### src/rtl/vaddr_pkg.sv
package vaddr_pkg;
    typedef enum logic [1:0] {
        SEL_CTRL   = 2'd0,
        SEL_SCROLL = 2'd1,
        SEL_ADDR   = 2'd2,
        SEL_NONE   = 2'd3
    } wr_sel_e;
endpackage

### src/rtl/vaddr_cpu_update.sv
module vaddr_cpu_update
    import vaddr_pkg::*;
#(
    parameter  int FINE_W   = 3,
    parameter  int COARSE_W = 5,
    localparam int DATA_W   = COARSE_W + FINE_W,
    localparam int ADDR_W   = FINE_W + 2 + 2 * COARSE_W
) (
    input  logic              wr_en,
    input  logic [1:0]        wr_sel,
    input  logic [DATA_W-1:0] wr_data,
    input  logic [ADDR_W-1:0] t_q,
    input  logic [FINE_W-1:0] fx_q,
    input  logic              w_q,
    output logic [ADDR_W-1:0] t_d,
    output logic [FINE_W-1:0] fx_d,
    output logic              w_d,
    output logic              load_v
);
    localparam int CY_LO = COARSE_W;
    localparam int NT_LO = 2 * COARSE_W;
    localparam int FY_LO = NT_LO + 2;
    localparam int HI_W  = ADDR_W - 1 - DATA_W;

    wr_sel_e sel;
    assign sel = wr_sel_e'(wr_sel);

    always_comb begin
        t_d    = t_q;
        fx_d   = fx_q;
        w_d    = w_q;
        load_v = 1'b0;
        if (wr_en) begin
            unique case (sel)
                SEL_CTRL: begin
                    t_d[NT_LO +: 2] = wr_data[1:0];
                end
                SEL_SCROLL: begin
                    w_d = !w_q;
                    if (!w_q) begin
                        t_d[0 +: COARSE_W] = wr_data[DATA_W-1 -: COARSE_W];
                        fx_d               = wr_data[FINE_W-1:0];
                    end else begin
                        t_d[CY_LO +: COARSE_W] = wr_data[DATA_W-1 -: COARSE_W];
                        t_d[FY_LO +: FINE_W]   = wr_data[FINE_W-1:0];
                    end
                end
                SEL_ADDR: begin
                    w_d = !w_q;
                    if (!w_q) begin
                        t_d[DATA_W +: HI_W] = wr_data[HI_W-1:0];
                        t_d[ADDR_W-1]       = 1'b0;
                    end else begin
                        t_d[DATA_W-1:0] = wr_data;
                        load_v          = 1'b1;
                    end
                end
                default: ;
            endcase
        end
    end
endmodule

### src/rtl/vaddr_render_step.sv
module vaddr_render_step #(
    parameter  int FINE_W   = 3,
    parameter  int COARSE_W = 5,
    parameter  int ROWS     = 30,
    localparam int ADDR_W   = FINE_W + 2 + 2 * COARSE_W
) (
    input  logic [ADDR_W-1:0] v_in,
    input  logic [ADDR_W-1:0] t_in,
    input  logic              inc_h,
    input  logic              inc_v,
    input  logic              copy_h,
    input  logic              copy_v,
    output logic [ADDR_W-1:0] v_out
);
    localparam int CY_LO = COARSE_W;
    localparam int NT_LO = 2 * COARSE_W;
    localparam int FY_LO = NT_LO + 2;
    localparam logic [COARSE_W-1:0] C_MAX   = {COARSE_W{1'b1}};
    localparam logic [COARSE_W-1:0] CY_LAST = COARSE_W'(ROWS - 1);
    localparam logic [FINE_W-1:0]   FY_MAX  = {FINE_W{1'b1}};

    logic [ADDR_W-1:0]   v;
    logic [COARSE_W-1:0] cy;

    always_comb begin
        v  = v_in;
        cy = '0;
        // column step, crossing into the neighbouring nametable at the edge
        if (inc_h) begin
            if (v[0 +: COARSE_W] == C_MAX) begin
                v[0 +: COARSE_W] = '0;
                v[NT_LO]         = ~v[NT_LO];
            end else begin
                v[0 +: COARSE_W] = v[0 +: COARSE_W] + COARSE_W'(1);
            end
        end
        // line step: fine row first, then coarse row with its two wraps
        if (inc_v) begin
            if (v[FY_LO +: FINE_W] != FY_MAX) begin
                v[FY_LO +: FINE_W] = v[FY_LO +: FINE_W] + FINE_W'(1);
            end else begin
                v[FY_LO +: FINE_W] = '0;
                cy = v[CY_LO +: COARSE_W];
                if (cy == CY_LAST) begin
                    cy           = '0;
                    v[NT_LO + 1] = ~v[NT_LO + 1];
                end else if (cy == C_MAX) begin
                    cy = '0;
                end else begin
                    cy = cy + COARSE_W'(1);
                end
                v[CY_LO +: COARSE_W] = cy;
            end
        end
        if (copy_h) begin
            v[NT_LO]         = t_in[NT_LO];
            v[0 +: COARSE_W] = t_in[0 +: COARSE_W];
        end
        if (copy_v) begin
            v[ADDR_W-1:NT_LO+1]  = t_in[ADDR_W-1:NT_LO+1];
            v[CY_LO +: COARSE_W] = t_in[CY_LO +: COARSE_W];
        end
        v_out = v;
    end
endmodule

### src/rtl/vaddr_scroll_regs.sv
module vaddr_scroll_regs
    import vaddr_pkg::*;
#(
    parameter  int FINE_W   = 3,
    parameter  int COARSE_W = 5,
    parameter  int ROWS     = 30,
    localparam int DATA_W   = COARSE_W + FINE_W,
    localparam int ADDR_W   = FINE_W + 2 + 2 * COARSE_W
) (
    input  logic              clk,
    input  logic              rst_n,
    input  logic              wr_en,
    input  logic [1:0]        wr_sel,
    input  logic [DATA_W-1:0] wr_data,
    input  logic              inc_h,
    input  logic              inc_v,
    input  logic              copy_h,
    input  logic              copy_v,
    output logic [ADDR_W-1:0] vaddr,
    output logic [FINE_W-1:0] fine_x
);
    localparam int CY_LO = COARSE_W;
    localparam int NT_LO = 2 * COARSE_W;
    localparam int FY_LO = NT_LO + 2;
    localparam logic [COARSE_W-1:0] CY_LAST = COARSE_W'(ROWS - 1);

    typedef struct packed {
        logic [ADDR_W-1:0] v;
        logic [ADDR_W-1:0] t;
        logic [FINE_W-1:0] fx;
        logic              w;
    } state_t;

    state_t            st_q, st_d;
    logic [ADDR_W-1:0] t_nxt, v_step;
    logic [FINE_W-1:0] fx_nxt;
    logic              w_nxt, load_v;

    vaddr_cpu_update #(.FINE_W(FINE_W), .COARSE_W(COARSE_W)) u_cpu (
        .wr_en  (wr_en),
        .wr_sel (wr_sel),
        .wr_data(wr_data),
        .t_q    (st_q.t),
        .fx_q   (st_q.fx),
        .w_q    (st_q.w),
        .t_d    (t_nxt),
        .fx_d   (fx_nxt),
        .w_d    (w_nxt),
        .load_v (load_v)
    );

    vaddr_render_step #(.FINE_W(FINE_W), .COARSE_W(COARSE_W), .ROWS(ROWS)) u_step (
        .v_in  (st_q.v),
        .t_in  (st_q.t),
        .inc_h (inc_h),
        .inc_v (inc_v),
        .copy_h(copy_h),
        .copy_v(copy_v),
        .v_out (v_step)
    );

    always_comb begin
        st_d.t  = t_nxt;
        st_d.fx = fx_nxt;
        st_d.w  = w_nxt;
        st_d.v  = load_v ? t_nxt : v_step;
    end

    always_ff @(posedge clk or negedge rst_n) begin
        if (!rst_n) st_q <= '0;
        else        st_q <= st_d;
    end

    assign vaddr  = st_q.v;
    assign fine_x = st_q.fx;

    logic any_strobe, scroll_wr, addr_wr, addr_load, only_h, only_v;
    assign any_strobe = inc_h | inc_v | copy_h | copy_v;
    assign scroll_wr  = wr_en && (wr_sel == SEL_SCROLL);
    assign addr_wr    = wr_en && (wr_sel == SEL_ADDR);
    assign addr_load  = addr_wr && st_q.w;
    assign only_h     = inc_h && !inc_v && !copy_h && !copy_v && !addr_load;
    assign only_v     = inc_v && !inc_h && !copy_h && !copy_v && !addr_load;

    assert_toggle_flip_R3: assert property (@(posedge clk) disable iff (!rst_n)
        (scroll_wr || addr_wr) |=> (st_q.w != $past(st_q.w)));

    assert_ctrl_quiet_R2: assert property (@(posedge clk) disable iff (!rst_n)
        (wr_en && wr_sel == SEL_CTRL) |=> ($stable(st_q.w) && $stable(st_q.fx)));

    assert_fine_x_hold_R3: assert property (@(posedge clk) disable iff (!rst_n)
        !(scroll_wr && !st_q.w) |=> $stable(st_q.fx));

    assert_addr_load_R4: assert property (@(posedge clk) disable iff (!rst_n)
        addr_load |=> (st_q.v == st_q.t));

    assert_hwrap_R5: assert property (@(posedge clk) disable iff (!rst_n)
        (only_h && st_q.v[0 +: COARSE_W] == '1) |=>
        (st_q.v[0 +: COARSE_W] == '0 && st_q.v[NT_LO] != $past(st_q.v[NT_LO])));

    assert_vwrap_R6: assert property (@(posedge clk) disable iff (!rst_n)
        (only_v && st_q.v[FY_LO +: FINE_W] == '1 && st_q.v[CY_LO +: COARSE_W] == CY_LAST) |=>
        (st_q.v[CY_LO +: COARSE_W] == '0 && st_q.v[NT_LO+1] != $past(st_q.v[NT_LO+1])));

    assert_copy_h_R7: assert property (@(posedge clk) disable iff (!rst_n)
        (copy_h && !copy_v && !addr_load) |=>
        (st_q.v[NT_LO] == $past(st_q.t[NT_LO]) &&
         st_q.v[0 +: COARSE_W] == $past(st_q.t[0 +: COARSE_W])));

    assert_copy_v_R8: assert property (@(posedge clk) disable iff (!rst_n)
        (copy_v && !addr_load) |=>
        (st_q.v[ADDR_W-1:NT_LO+1] == $past(st_q.t[ADDR_W-1:NT_LO+1]) &&
         st_q.v[CY_LO +: COARSE_W] == $past(st_q.t[CY_LO +: COARSE_W])));

    assert_ignored_sel_R9: assert property (@(posedge clk) disable iff (!rst_n)
        (wr_en && wr_sel == SEL_NONE && !any_strobe) |=> $stable(st_q));
endmodule

### config.mk
export PLATFORM = sky130hd
export DESIGN_NAME = vaddr_scroll_regs
export DESIGN_NICKNAME = d
export VERILOG_FILES = /design/src/rtl/vaddr_pkg.sv /design/src/rtl/vaddr_cpu_update.sv /design/src/rtl/vaddr_render_step.sv /design/src/rtl/vaddr_scroll_regs.sv
export SDC_FILE = /design/constraint.sdc
export NUM_CORES = 1
export LEC_CHECK = 0
export ABC_CLOCK_PERIOD_IN_PS = 2200
export BUFFER_PORTS_ARGS = -buffer_cell sky130_fd_sc_hd__buf_2
export CAP_MARGIN = 20
export CORE_ASPECT_RATIO = 0.8
export CORE_MARGIN = 10
export CORE_UTILIZATION = 57
export CTS_CLUSTER_DIAMETER = 40
export DETAILED_ROUTE_END_ITERATION = 7
export PLACE_DENSITY = 0.8
export RECOVER_POWER = 50
export SYNTH_ARGS = -nofsm -noshare
export SYNTH_HDL_FRONTEND = slang
export SYNTH_SLANG_ARGS = --single-unit
### constraint.sdc
create_clock -name clk -period 2.2 [get_ports clk]
set_input_delay 0.22 -clock clk [delete_from_list [all_inputs] [get_ports clk]]
set_output_delay 0.22 -clock clk [all_outputs]
set_load 0.01 [all_outputs]
Word level (Yosys, flattened, before mapping)

Cells that the tools add are included.

Add/sub/neg operators: 3
$mul: 0
Divide/modulo/power cells: 0
$lt $le $gt $ge: 0
Equal/unequal tests: 7
Shift operators: 0
Muxes and demuxes: 29
Bitwise gates (word level): 3
Reductions and logical operators: 12

Operator list:

| kind                                                                  | number |
|---|---|
| 5-bit two-way mux                                                     | 10 |
| 15-bit two-way mux                                                    | 2 |
| 10-bit one-hot mux with 2 select lines                                | 1 |
| 5-bit equality test, second input constant                            | 3 |
| 3-bit nonzero test                                                    | 4 |
| 5-bit by 1-bit adder with 5-bit output, second input constant         | 2 |
| 1-bit two-way mux                                                     | 8 |
| 4-bit two-way mux                                                     | 2 |
| 8-bit two-way mux                                                     | 1 |
| 7-bit two-way mux                                                     | 1 |
| 3-bit two-way mux                                                     | 2 |
| 3-bit != test, second input constant                                  | 2 |
| 3-bit one-hot mux with 2 select lines                                 | 1 |
| 2-bit AND reduction                                                   | 3 |
| 3-bit AND reduction                                                   | 2 |
| 2-bit one-hot mux with 2 select lines                                 | 1 |
| 3-bit by 1-bit adder with 3-bit output, second input constant         | 1 |
| 1-bit NOT                                                             | 3 |
| 2-bit by 1-bit equality test with 1-bit output, second input constant | 1 |
| 2-bit equality test, second input constant                            | 1 |
| 2-bit logical NOT                                                     | 1 |
| 2-bit OR reduction                                                    | 1 |
| 1-bit logical NOT                                                     | 1 |

Flip-flop bits (word level): 34
Latch bits: 0
Bits in writable memories: 0
ROM bits: 0
Bits of input ports: 17
Output and inout port bits: 18
Word-level logic and storage cells: 62
Memories: 0

Longest topological paths before layout

Gate-level depths: netlist of the first run.

Word-level depth: 7
Gate-level depth with buffers: 7
Gate-level depth less buffers: 7

Modules after synthesis

From an unflattened synthesis of the first run, not the netlist that was laid out.

Cell total of the unflattened synthesis: 213
Area total of the unflattened synthesis: 2,228.4 um2

Modules (own cells, without submodules):

| module            | instances | cells an instance | area an instance (um2) |
|---|---|---|---|
| vaddr_scroll_regs | 1         | 69                | 1,223.7 |
| vaddr_render_step | 1         | 77                | 506.7 |
| vaddr_cpu_update  | 1         | 67                | 498.0 |

Worst setup path before layout of the first run

No wires, ideal clock.

Path kind: flip-flop to flip-flop
From: reg st_q (netlist bit vaddr[12])
To: reg st_q (netlist bit vaddr[8])
Data arrival time: 1.531 ns
Slack: 0.546 ns
Stages on the path, launching flop included: 8
Buffers on the path: 1
Clock period less this slack: 1.654 ns
Path through: dfrtp_1 ha_1 ha_1 a21oi_1 and2_0 clkbuf_1 inv_1 o221a_1

Word-level cells in the longest chain between the ends: 3

Ends and longest elaborated chain:

| item                          | RTL line                | source |
|---|---|---|
| from (decl)                   | vaddr_scroll_regs.sv:34 | `state_t st_q, st_d;` |
| from (signal assigned)        | vaddr_scroll_regs.sv:71 | `else st_q <= st_d;` |
| 3-bit != test                 | vaddr_render_step.sv:39 | `if (v[FY_LO +: FINE_W] != FY_MAX) begin` |
| 3-bit != test (no line)       | -                       |  |
| 2-bit AND reduction (no line) | -                       |  |

No other way between the ends.
A chain may end at the register's enable or synchronous reset.

Worst setup path after layout of the first run

From: reg st_q (netlist bit vaddr[5])
To: reg st_q (netlist bit vaddr[7])

Word-level cells in the longest chain between the ends: 7

Ends and longest elaborated chain:

| item                                                                          | RTL line                                         | source |
|---|---|---|
| 5-bit by 1-bit adder with 5-bit output or 5-bit equality test (tied branches) | vaddr_render_step.sv:50, vaddr_render_step.sv:47 |  |
| 5-bit two-way mux                                                             | vaddr_render_step.sv:47                          | `end else if (cy == C_MAX) begin` |
| 5-bit two-way mux *                                                           | vaddr_render_step.sv:44                          | `if (cy == CY_LAST) begin` |
| 5-bit two-way mux *                                                           | vaddr_render_step.sv:39                          |  |
| 5-bit two-way mux *                                                           | vaddr_render_step.sv:38                          | `if (inc_v) begin` |
| 5-bit two-way mux *                                                           | vaddr_render_step.sv:59                          | `if (copy_v) begin` |
| 15-bit two-way mux *                                                          | vaddr_scroll_regs.sv:66                          | `st_d.v = load_v ? t_nxt : v_step;` |

Every way passes the cells marked *; elsewhere a longest branch is shown, timed or not. The select of a mux whose other input is x is not followed.

==> impl_results.md, run 1 <==
* Status: complete, but fails checks
* Violated checks: max-capacitance violations, max-slew violations
* Final non-filler cell area at 2370 µm²
* Endpoints failing setup at 0
* Max-cap check violation count at 1
* Final Non-Filler Cells at 300
* First-pass GRT wire length at 8650 µm
* CTS Hold Bufs at 0
* Worst skew pair latency at 0.30 ns
* Hold/Removal Path Class: input port to flop
* DP Area at 2290 µm²
* Arr. time, crit path at 2.08 ns
* Yosys warning total at 0
* P_leak at 1.15 nW
* Residual DRC at 0
* Net Count, Synth at 263
* Post-synth EDFFs at 0
* Final Hold Vio Count at 0
* Netlist cell types at 54
* Area growth, synth to finish at 4.48%
* Vias at 1792
* Final worst path period share at 84.2%
* Final min period at 1.85 ns
* FFs w/ async S/R, synth at 100%
* Seq cells post-synth at 34
* Post-cts resize count at 0
* NumNets Final at 272
* Die area at 6910 µm²
* Num CTS Buffers at 5
* Clk buf depth at 2
* Grt total ovfl at 0
* Wire per inst at 17.2 µm
* Largest net degree at the start of global routing at 35
* Diodes inserted at 0
* Achievable Freq at 540 MHz
* Gr usage total at 15.0%
* TritonRoute pass-1 iters at 6
* Die Height at 76.4 µm
* Worst hold slack at 0.213 ns
* CP Class: flop to flop
* Post-CTS setup buffer count at 0
* Vias in the first global route at 1825
* Register area share after synthesis at 37.6%
* Pwr per Cell Area at 1000 nW/µm²
* Avg Inst Size Synth at 9.64 µm²
* Most common cell after layout, fill and taps aside: dfrtp_1
* Slew @ Worst Pin at 1.81 ns
* Crit Path Max Fanout at 6
* Final Skew at 0.00317 ns
* Row cnt at 20
* Io pins at 35
* Port Buffers at 34
* RSZ-0062 raised after global routing: no
* GP Congestion at 0.849
* Reg clk slew, reported paths at 0.07 ns
* Layout cells sized above 1 at 18.4%
* Worst path required time at 2.43 ns
* Core area at 3800 µm²
* Main flop type after synthesis: dfrtp_1
* Final Max Slew Viols at 35
* TritonCTS clock tree: done
* Post-Synthesis Cells at 235
* Setup_tns at 0 ns
* Critical path startpoint category: flop
* Routed WL at 5160 µm
* Post-DRT Antenna Nets at 0
* CTS Root Cell: clkbuf_8
* Die W at 90.5 µm
* Maximum vdd drop at 0.000549 V
* Initial antenna violation count at 0
* Initial core utilization at 59.5%
* Vias per cell at 5.97
* Hpwl dp at 3790 µm
* Type of destination of the critical path: flop
* Commonest non-fill, non-tap cells in the layout: dfrtp_1 (34), buf_2 (24), nand2_1 (20)
* Htree depth at 2
* Clock Sinks at 34
* Total power at 2.37 mW
* Netlist Area Pre-Place at 2260 µm²
* 1st-iter DRT viols at 184
* Placed Cells at 292
* Relative slew slack at -20.6%
==> registers in the layout (all words and copies together) (netlist names) <==
name,cells
fine_x,3
st_q,16
vaddr,15
==> report_power, final <==
group          switching [mW]  total (mW)  internal, mW  leakage (nW)
clock                   0.240       0.492         0.252        0.0482
sequential              0.243        1.07         0.831         0.439
combinational           0.412       0.808         0.396         0.660
==> per-stage QoR <==
stage | worst slack [ns] | utilization [%]
6_report | 0.349 | 62.2
3_3_place_gp | 0.294 | 60.1
2_1_floorplan | 0.546 | -
4_1_cts | 0.333 | 62.5
5_1_grt | 0.196 | 62.2
3_5_place_dp | 0.316 | 60.1
==> per-layer routing <==
metal	vias up	wire [µm]	track usage, %
met3	11	347	4.43
li1	853	-	-
met5	-	0	0
met4	0	98	6.51
met2	65	2390	23.7
met1	863	2320	18.4
==> synth_stat cells, types with 3 or more instances <==
library cell | number | share of area (%)
o21ai_1 | 3 | 0.66
dfrtp_1 | 34 | 38
buf_4 | 19 | 6.3
mux2_2 | 9 | 4.5
a21oi_1 | 9 | 2.0
mux2i_1 | 7 | 3.1
o211ai_1 | 3 | 0.99
and3_1 | 4 | 1.1
nor2_1 | 4 | 0.66
nand3b_1 | 3 | 0.99
a22o_1 | 9 | 3.5
buf_2 | 5 | 1.1
buf_6 | 3 | 1.5
nand3_1 | 8 | 1.8
o21ai_0 | 13 | 2.9
ha_1 | 11 | 6.1
a211oi_1 | 3 | 0.99
nand2b_1 | 7 | 1.9
a21o_1 | 4 | 1.3
nand2_1 | 20 | 3.3
inv_1 | 11 | 1.8
clkbuf_1 | 6 | 0.99
==> critical path, cell delays in order (launching register included) <==
cell       delay, ns
dfrtp_1         0.44
ha_1            0.27
and3_1          0.20
ha_1            0.21
nor4b_1         0.27
a211oi_1        0.09
o32a_1          0.18
a2bb2oi_1       0.12
==> logic make-up after synthesis <==
group / count (synthesis) / synth area share (%)
buffers and inverters: 44 / 11.7
muxes: 16 / 7.57
AOI/OAI and AO/OA: 66 / 21.0
and+or+nand+nor: 61 / 14.9
adders and majority gates: 11 / 6.08
xor gates and xnor gates: 3 / 1.16
DFF: 34 / 37.6
==> final cells by class <==
type                       count  area, µm²
clock inverter                 1       5.00
sequential                    34        851
fill                         349       1440
multi-input combinational    157       1150
inverter                      11       41.3
timing repair buffer          35        165
tap                           55       68.8
clock buffer                   7       86.3
==> final timing paths <==
| kind | start | end | slack [ns] | cells past startpoint |
|---|---|---|---|---|
| worst max-delay path | vaddr[5] | vaddr[7] | 0.35 | 7 |
| worst min-delay path | wr_data[2] | fine_x[2] | 0.21 | 2 |
| worst max register to register | vaddr[5] | vaddr[7] | 0.35 | 7 |
| worst min register to register | fine_x[2] | fine_x[2] | 0.51 | 1 |
| max in group asynchronous | rst_n | vaddr[10] | 0.76 | 1 |
| min in group asynchronous | rst_n | fine_x[1] | 0.40 | 1 |
(Power assumes the default switching activity.)
==> run 2: changes to the inputs <==
--- a/config.mk
+++ b/config.mk
@@ -5,15 +5,15 @@
 export SDC_FILE = /design/constraint.sdc
 export NUM_CORES = 1
 export LEC_CHECK = 0
-export ABC_CLOCK_PERIOD_IN_PS = 2200
+export ABC_CLOCK_PERIOD_IN_PS = 1700
 export BUFFER_PORTS_ARGS = -buffer_cell sky130_fd_sc_hd__buf_2
 export CAP_MARGIN = 20
 export CORE_ASPECT_RATIO = 0.8
 export CORE_MARGIN = 10
-export CORE_UTILIZATION = 57
+export CORE_UTILIZATION = 51
 export CTS_CLUSTER_DIAMETER = 40
 export DETAILED_ROUTE_END_ITERATION = 7
-export PLACE_DENSITY = 0.8
+export PLACE_DENSITY = 0.76
 export RECOVER_POWER = 50
 export SYNTH_ARGS = -nofsm -noshare
 export SYNTH_HDL_FRONTEND = slang
==> constraint.sdc (replaced) <==
create_clock -name clk -period 1.7 [get_ports clk]
set_input_delay 0.17 -clock clk [delete_from_list [all_inputs] [get_ports clk]]
set_output_delay 0.17 -clock clk [all_outputs]
set_load 0.01 [all_outputs]
==> run 2 against run 1 <==
Compared with the run above:
- via count up 4.6%
- global-route usage down 0.32 points
- non-clock buffer count up 25
- clock-buffer cell count down 1
- worst hold slack worse by 0.041 ns
- the run now ends clean
- die area up 8.9%
- register-to-register slack worse by 0.30 ns
- first-iteration DRC count down 8.7%
- sequential power up 21%
- largest power group is now combinational logic
==> impl_results.md, run 2 (same netlist as run 1, synthesis figures left out) <==
* Status: completed
* Critical path startpoint category: flop
* Fin util at 63.8% (+1.6 points)
* Largest net degree at the start of global routing at 35 (unchanged)
* Worst hold slack at 0.172 ns (-0.0414 ns)
* CP Class: flop to flop
* Row cnt at 21 (+5.0%)
* Worst skew pair latency at 0.29 ns (about the same)
* Layout cells sized above 1 at 33.3% (+15 points)
* Die W at 94.5 µm (+4.5%)
* Slew @ Worst Pin at 0.872 ns (-0.937 ns)
* Total power at 3.44 mW (+45%)
* Routed WL at 5560 µm (+7.8%)
* Die area at 7520 µm² (+8.9%)
* Maximum vdd drop at 0.000944 V (+72%)
* Biggest register: st_q
* Hold/Removal Path Class: input port to flop
* Setup_tns at 0 ns (unchanged)
* NumNets Final at 297 (+9.2%)
* Relative slew slack at 41.9% (+62 points)
* Crit Path Max Fanout at 3 (-3)
* Vias at 1875 (+4.6%)
* 1st-iter DRT viols at 168 (-8.7%)
* Post-DRT Antenna Nets at 0 (unchanged)
* Port Buffers at 34 (unchanged)
* Diodes inserted at 0 (unchanged)
* CP startpoint: vaddr[5]
* Largest register FFs at 16 (unchanged)
* FF-to-FF Start: vaddr[5]
* Worst-path cell chain: ha_2 > and3_4 > ha_4 > nor4b_4 > a211oi_1 > o32a_1 > a2bb2oi_2
* Initial antenna violation count at 0 (unchanged)
* CP peak stage delay at 0.40 ns (-0.04 ns)
* CP max-delay cell: dfrtp_1
* Area growth, synth to finish at 19.1%
* Final min period at 1.65 ns (-0.199 ns)
* Hpwl dp at 4050 µm (+6.7%)
* Final Max Slew Viols at 0 (-100%)
* Gr usage total at 14.7% (-0.32 points)
* Grt total ovfl at 0 (unchanged)
* Final Skew at 0.00527 ns (+0.00209 ns)
* R2r setup slk at 0.05 ns (-0.30 ns)
* Vias per cell at 5.73 (-4.0%)
* Endpoints failing setup at 0 (unchanged)
* Worst setup margin at 0.0478 ns (-0.301 ns)
* Final worst path period share at 97.2% (+13 points)
* FF-to-FF End: vaddr[7]
* Type of destination of the critical path: flop
* # fillers at 355 (+1.7%)
* Final non-filler cell area at 2700 µm² (+14%)
* First-pass GRT wire length at 8950 µm (+3.5%)
* TritonCTS clock tree: done
* Crit path to: vaddr[7]
* Wire per inst at 17.0 µm (-1.1%)
* Commonest non-fill, non-tap cells in the layout: dfrtp_1 (34), buf_2 (28), buf_4 (23)
* P_leak at 1.29 nW (+12%)
* Io pins at 35 (unchanged)
* Max-cap check violation count at 0 (-1)
* Htree depth at 2 (unchanged)
* Final Non-Filler Cells at 327 (+9.0%)
* DP Area at 2440 µm² (+6.6%)
* Num CTS Buffers at 5 (unchanged)
* Die Height at 79.6 µm (+4.2%)
* Core area at 4230 µm² (+11%)
* Arr. time, crit path at 1.87 ns (-0.21 ns)
* Residual DRC at 0 (unchanged)
* Initial core utilization at 53.5% (-6.0 points)
* Clk buf depth at 2 (unchanged)
* Pre-CTS setup slack at -0.0733 ns (-0.390 ns)
* Clock Sinks at 34 (unchanged)
* Achievable Freq at 605 MHz (+12%)
* Reg clk slew, reported paths at 0.07 ns (about the same)
* Final Hold Vio Count at 0 (unchanged)
* GP Congestion at 0.865 (+1.9%)
* TritonRoute pass-1 iters at 7 (+1)
* Placed Cells at 312 (+6.8%)
* Reg2reg path depth at 7 (unchanged)
* Pwr per Cell Area at 1280 nW/µm² (+27%)
* Worst path required time at 1.92 ns (-0.51 ns)
* CTS Root Cell: clkbuf_8
* Hold Crit Depth at 2 (unchanged)
* Most common cell after layout, fill and taps aside: dfrtp_1
* Vias in the first global route at 1843 (+0.99%)
## run 2: changes by cell type in the layout (fill, tap and decap cells not counted), sizes merged
cell         previous run  this run
buf                    25        52
clkbuf                 17        13
dlygate4sd3             0         1
clkinvlp                0         1
## run 2: critical path, delay by kind of cell, from the launching register on
family                   cells  cell delay [ns]
AND/OR/NAND/NOR              2             0.43
flip-flops                   1             0.40
adder cells (fa/ha/maj)      2             0.38
AO/OA/AOI/OAI                3             0.38
## run 2: report_power, final
| group | leakage [nW] | internal, mW | total, mW | switching, mW |
|---|---|---|---|---|
| clock network | 0.0472 | 0.325 | 0.628 | 0.303 |
| registers | 0.439 | 1.08 | 1.29 | 0.217 |
| logic | 0.800 | 0.768 | 1.52 | 0.753 |
## run 2: layer usage
| layer | global-route usage, % | vias up | share of wire [%] |
|---|---|---|---|
| met5 | 0 | - | 0 |
| met4 | 4.48 | 0 | 1.2 |
| met3 | 4.51 | 10 | 6.7 |
| met2 | 21.0 | 63 | 43 |
| met1 | 20.5 | 890 | 49 |
| li1 | - | 912 | - |
## run 2: cell type report
type	count	area (µm²)	share of cell area (%)
multi-input combinational	157	1270	47.0
clock inverter	2	12.5	0.464
clock buffer	6	82.6	3.06
tap	57	71.3	2.64
sequential	34	851	31.5
timing repair buffer	60	370	13.7
inverter	11	41.3	1.53
## run 2: worst min-delay path by stage
stage          startpoint  slack, ns   endpoint
5_1_grt        wr_data[2]       0.18  fine_x[2]
2_1_floorplan       rst_n      -0.13  fine_x[0]
6_report       wr_data[2]       0.17  fine_x[2]
4_1_cts        wr_data[2]       0.17  fine_x[2]
3_3_place_gp        rst_n       0.23   vaddr[8]
3_5_place_dp        rst_n       0.23   vaddr[8]
## run 2: timing repair
item                                   in CTS  in global routing
setup buffers                               4                  2
endpoints found under the hold margin      34                  0
resized for setup                           4                 20
hold buffers                                1                  0
setup endpoints to repair                   5                  6
pin swaps                                   1                  6
